File: config.mk
export PLATFORM = sky130hd
export DESIGN_NAME = gated_fifo
export DESIGN_NICKNAME = d
export VERILOG_FILES = /design/src/rtl/gfifo_pkg.sv /design/src/rtl/gfifo_gate_chain.sv /design/src/rtl/gfifo_ctrl.sv /design/src/rtl/gfifo_store.sv /design/src/rtl/gated_fifo.sv
export SDC_FILE = /design/constraint.sdc
export NUM_CORES = 1
export LEC_CHECK = 0
export ABC_AREA = 1
export ABC_CLOCK_PERIOD_IN_PS = 3200
export CELL_PAD_IN_SITES_DETAIL_PLACEMENT = 0
export CELL_PAD_IN_SITES_GLOBAL_PLACEMENT = 1
export CORE_MARGIN = 2
export CORE_UTILIZATION = 35
export CTS_CLUSTER_DIAMETER = 120
export DETAILED_ROUTE_END_ITERATION = 16
export DONT_BUFFER_PORTS = 1
export PLACE_DENSITY_LB_ADDON = 0.1
export SETUP_SLACK_MARGIN = 0.4
export SLEW_MARGIN = 10
export SYNTH_ARGS = -nofsm -noshare
export SYNTH_HDL_FRONTEND = slang
export SYNTH_SLANG_ARGS = --single-unit
export TNS_END_PERCENT = 5
File: constraint.sdc
create_clock -name clk -period 3.2 [get_ports clk]
set_input_delay 0.16 -clock clk [delete_from_list [all_inputs] [get_ports clk]]
set_output_delay 0.16 -clock clk [all_outputs]
set_load 0.02 [all_outputs]
File: src/rtl/gfifo_pkg.sv
// Package: shared types for the gate-qualified FIFO.
// Assumes: nothing beyond IEEE 1800-2017.
package gfifo_pkg;

    // Actions that take effect at the coming rising edge.
    typedef struct packed {
        logic clr;
        logic enq;
        logic deq;
    } gfifo_act_t;

endpackage

File: src/rtl/gfifo_gate_chain.sv
// Module: composes the nested gate levels. Level 0 is the base enable
// ANDed with the first level enable; each further level ANDs its own
// enable onto the level beneath it.
// Assumes: LEVELS >= 1; all inputs synchronous to the block clock.
module gfifo_gate_chain #(
    parameter int LEVELS = 2
) (
    input  logic              base_en,
    input  logic [LEVELS-1:0] lvl_en,
    output logic [LEVELS-1:0] chain
);

    // Bottom level: base enable qualified by the first level enable.
    always_comb chain[0] = base_en & lvl_en[0];

    genvar g;
    generate
        for (g = 1; g < LEVELS; g++) begin : g_lvl
            // Each derived level is its parent ANDed with its own enable.
            always_comb chain[g] = chain[g-1] & lvl_en[g];
        end
    endgenerate

endmodule

File: src/rtl/gfifo_ctrl.sv
// Module: pointer control for the FIFO. The read and write pointers carry
// one wrap bit beyond the address, so full and empty follow from comparing
// them. Every action is qualified by the effective gate. Clear outranks
// enqueue and dequeue.
// Assumes: DEPTH is a power of two, DEPTH >= 2; synchronous active-low reset.
module gfifo_ctrl
    import gfifo_pkg::*;
#(
    parameter int DEPTH = 4,
    localparam int AW = $clog2(DEPTH)
) (
    input  logic          clk,
    input  logic          rst_n,
    input  logic          gate,
    input  logic          enq_valid,
    input  logic          deq_req,
    input  logic          clr_req,
    output logic          enq_ready,
    output logic          deq_ready,
    output logic          clr_ready,
    output logic          empty,
    output logic          wr_en,
    output logic [AW-1:0] wr_addr,
    output logic [AW-1:0] rd_addr
);

    logic [AW:0] wr_ptr;
    logic [AW:0] rd_ptr;
    logic        full;
    gfifo_act_t  act;

    // Occupancy flags from the wrap-extended pointers.
    always_comb begin
        empty = (wr_ptr == rd_ptr);
        full  = (wr_ptr[AW] != rd_ptr[AW]) && (wr_ptr[AW-1:0] == rd_ptr[AW-1:0]);
    end

    // Handshake readies, all masked by the effective gate.
    always_comb begin
        enq_ready = gate & ~full;
        deq_ready = gate & ~empty;
        clr_ready = gate;
    end

    // Resolve the actions of this cycle; clear suppresses the other two.
    always_comb begin
        act.clr = clr_req & clr_ready;
        act.enq = enq_valid & enq_ready & ~act.clr;
        act.deq = deq_req & deq_ready & ~act.clr;
    end

    // Storage addressing derived from the pointers.
    always_comb begin
        wr_en   = act.enq;
        wr_addr = wr_ptr[AW-1:0];
        rd_addr = rd_ptr[AW-1:0];
    end

    // Pointer update: reset and clear empty the queue, otherwise advance.
    always_ff @(posedge clk) begin
        if (!rst_n || act.clr) begin
            wr_ptr <= '0;
            rd_ptr <= '0;
        end else begin
            if (act.enq) wr_ptr <= wr_ptr + 1'b1;
            if (act.deq) rd_ptr <= rd_ptr + 1'b1;
        end
    end

endmodule

File: src/rtl/gfifo_store.sv
// Module: element storage with one synchronous write port and one
// asynchronous read port for the head view.
// Assumes: write enable already carries gate and fullness qualification.
module gfifo_store #(
    parameter int W     = 3,
    parameter int DEPTH = 4,
    localparam int AW = $clog2(DEPTH)
) (
    input  logic                clk,
    input  logic                wr_en,
    input  logic [AW-1:0]       wr_addr,
    input  logic signed [W-1:0] wr_data,
    input  logic [AW-1:0]       rd_addr,
    output logic signed [W-1:0] rd_data
);

    logic signed [W-1:0] mem [DEPTH];

    // Write the accepted element into its slot.
    always_ff @(posedge clk) begin
        if (wr_en) mem[wr_addr] <= wr_data;
    end

    // Present the slot at the read pointer.
    always_comb rd_data = mem[rd_addr];

endmodule

File: src/rtl/gated_fifo.sv
// Module: top of the gate-qualified FIFO. Builds the gate chain, drives
// pointer control with the effective gate and exposes the head view,
// which stays valid whatever the gate does.
// Assumes: single clock; DEPTH power of two >= 2; LEVELS >= 1.
module gated_fifo #(
    parameter int W      = 3,
    parameter int DEPTH  = 4,
    parameter int LEVELS = 2,
    localparam int AW = $clog2(DEPTH)
) (
    input  logic                clk,
    input  logic                rst_n,
    input  logic                base_en,
    input  logic [LEVELS-1:0]   lvl_en,
    input  logic                enq_valid,
    input  logic signed [W-1:0] enq_data,
    output logic                enq_ready,
    input  logic                deq_req,
    output logic                deq_ready,
    output logic                head_valid,
    output logic signed [W-1:0] head_data,
    input  logic                clr_req,
    output logic                clr_ready,
    output logic [LEVELS-1:0]   gate_chain
);

    logic          gate_eff;
    logic          empty;
    logic          wr_en;
    logic [AW-1:0] wr_addr;
    logic [AW-1:0] rd_addr;

    gfifo_gate_chain #(.LEVELS(LEVELS)) u_gate (
        .base_en (base_en),
        .lvl_en  (lvl_en),
        .chain   (gate_chain)
    );

    // The effective gate is the top of the chain.
    always_comb gate_eff = gate_chain[LEVELS-1];

    gfifo_ctrl #(.DEPTH(DEPTH)) u_ctrl (
        .clk       (clk),
        .rst_n     (rst_n),
        .gate      (gate_eff),
        .enq_valid (enq_valid),
        .deq_req   (deq_req),
        .clr_req   (clr_req),
        .enq_ready (enq_ready),
        .deq_ready (deq_ready),
        .clr_ready (clr_ready),
        .empty     (empty),
        .wr_en     (wr_en),
        .wr_addr   (wr_addr),
        .rd_addr   (rd_addr)
    );

    gfifo_store #(.W(W), .DEPTH(DEPTH)) u_store (
        .clk     (clk),
        .wr_en   (wr_en),
        .wr_addr (wr_addr),
        .wr_data (enq_data),
        .rd_addr (rd_addr),
        .rd_data (head_data)
    );

    // Head validity ignores the gate.
    always_comb head_valid = ~empty;

endmodule

==> flow_summary_export.csv <==
group,metric,value,unit
route,route.vias.total,728,
power,leakage,0.0005093,uW
cts,cts_resized,0,
logic_synthesis,netlist_area,1023,um2
layout,final_cell_mix,"nand2_1 (24), nor2_1 (21), inv_1 (18)",
cts,clk_latency,0.30,ns
floorplanning,io_pins,20,
cts,cts_tree,"yes",
setup_path,timing.rr.end,"u_store.mem[2][2]",
floorplanning,core-area,2758,um2
hold_path,min-delay-start,"clr_req",
setup_path,rrSetupSlack,1.73,ns
global_route,grt_use_total,12.27,%
global_route,grt_start_max_net_pins,13,
sta,fin_ws,1.661,ns
setup_path,r2r_start,"u_ctrl.wr_ptr[0]",
logic_synthesis,ys_warn_count,0,
cts,h-tree-depth,1,
route,drt-wirelength-per-cell,11.74,um
place,hpwl,1.463,mm
hold_path,worstHoldPathCells,5,
cts,cts_buffer_depth,2,
sta,tightest_slew,0.5499,ns
cts,path_clk_slew,0.12,ns
power,peakVddDrop,0.2159,mV
route,ant_nets,0,
logic_synthesis,netlist-cell-type-count,18,
setup_path,cp.required,3.04,ns
setup_path,crit_fanout,6,
cts,cts_root_buf,"clkbuf_4",
setup_path,ff2ff_path_depth,6,
cts,numClockSinks,20,
setup_path,arrival,1.38,ns
route,drt_iter0_markers,12,
layout,layout-drive-gt1-share,13.71,%
layout,layout.nets,141,
sta,setup_tns,0,ns
job,cap_viol_max_count,0,
sta,finClkSkew,0.01075,ns
setup_path,endpoint_kind,"primary output",
sta,min_period,1.539,ns
hold_path,hold_end,"u_ctrl.rd_ptr[2]",
layout,antenna_cells,0,
status,outcome,"complete, no violations",
floorplanning,row_count,19,
floorplanning,fp.dieH,58.08,um
logic_synthesis,syn_area_per_cell,8.674,um2
place,port_buffers,0,
floorplanning,die_w,58.08,um
route,drc,0,
power,powerDensity,441.1,nW/um2
global_route,antenna_found_initial,0,
layout,final_common_cell,"nand2_1",
logic_synthesis,netlist_instances,118,
sta,hold_viol_final,0,
cts,cts-buffers-inserted,3,
sta,report.final.slew_viol_count,0,
place,pre_cts_ws,1.750,ns
global_route,grt_pass1_wl,3.084,mm
sta,slew_headroom,63.26,%
setup_path,cp-start-kind,"register",
sta,rsz0062_at_grt,"no",
route,drt-vias-per-instance,4.697,
route,dr.pass1.iters,4,
setup_path,crit_type,"reg -> out",
route,wirelength,1.819,mm
layout,fin_util,41.24,%
logic_synthesis,synth_seq_cells,20,
global_route,overflow,0,
logic_synthesis,syn_nets,134,
place,globalplace.congestion,0.7624,
layout,syn_to_final_growth,11.12,%
floorplanning,initial_core_util,37.11,%
sta,period_share,48.09,%
global_route,grt_pass1_vias,696,
hold_path,hold_path_class,"in -> reg",
sta,clock.fmax,649.8,MHz
layout,n_fill_cell,291,
logic_synthesis,synth-seq-area-share,50.86,%
floorplanning,die_area,3373,um2
sta,finalSetupViolCount,0,
## synthesized netlist by cell type, drive strengths merged
cell | count | area (um2)
o22ai | 3 | 18.77
nand4 | 3 | 18.77
a21boi | 1 | 7.510
o21ai | 6 | 30.03
buf | 2 | 15.01
inv | 21 | 78.82
dfxtp | 8 | 160.2
nand2 | 27 | 108.9
nor3b | 2 | 15.01
nor2 | 22 | 85.09
nand3 | 6 | 62.56
ha | 5 | 62.56
edfxtp | 12 | 360.4
## through the flow
stage	hold slack [ns]	power [uW]	cells	instance area, um2
global route	0.1499	520.4	155	1137
CTS	0.1261	504.8	155	1137
global placement	0.2591	302.2	148	1055
finish	0.1287	501.7	155	1137
floorplan	0.2589	299.3	118	1023
detailed placement	0.2591	302.3	148	1055
## kinds of logic (layout without fill, tap and decap cells)
group	Yosys count	in the layout	share of synthesized area, %
simple gates	60	60	28.36
buf+inv	23	29	9.168
flops	20	20	50.86
compound gates	10	10	5.502
fa+ha+maj	5	5	6.112
## flip-flops by register name (all words and copies together) (netlist names), named ones only
name           flops
u_ctrl.rd_ptr      3
u_store.mem       12
u_ctrl.wr_ptr      3
## where the power goes
group | switching, uW | internal [uW]
clock | 74.8 | 126
combinational | 18.4 | 7.84
sequential | 0.943 | 273
total | 94.1 | 408
## how the worst max path moves through the flow
stage                     startpoint                 to  depth (start not counted)
floorplan           u_ctrl.wr_ptr[1]  u_store.mem[0][0]                          6
global placement    u_ctrl.wr_ptr[0]  u_store.mem[0][0]                          6
detailed placement  u_ctrl.wr_ptr[0]  u_store.mem[2][1]                          6
CTS                 u_ctrl.wr_ptr[0]          deq_ready                          6
global route        u_ctrl.wr_ptr[0]          deq_ready                          6
finish              u_ctrl.wr_ptr[0]          deq_ready                          6
## cell type report
type,count,area [um2],area share (%)
clock inverters,1,30.03,2.640
multi-input cells,75,409.1,35.97
well taps,31,38.79,3.410
inverters,21,78.83,6.931
flip-flops and latches,20,520.5,45.76
repair buffers,4,37.54,3.300
clock buffers,3,22.52,1.980
## what timing repair did
action | 4_1_cts | 5_1_grt
hold endpoints to repair | 12 | 0
setup buffers | 0 | 0
hold buffers | 3 | 0
## layer usage
metal | global-route usage, % | up-vias | routed length [um]
li1 | - | 387 | -
met1 | 16.67 | 325 | 897
met2 | 18.34 | 12 | 838
met3 | 3.348 | 4 | 57
met4 | 5.316 | 0 | 24
met5 | 0 | - | 0
## worst max-delay path, cell delays in order, from the launching register on
cell and delay (ns):
dfxtp_1 0.43, inv_2 0.09, nand2_1 0.08, nand2_2 0.06
nand3_2 0.19, nand2_1 0.07, inv_1 0.16
(Power assumes the default switching activity.)
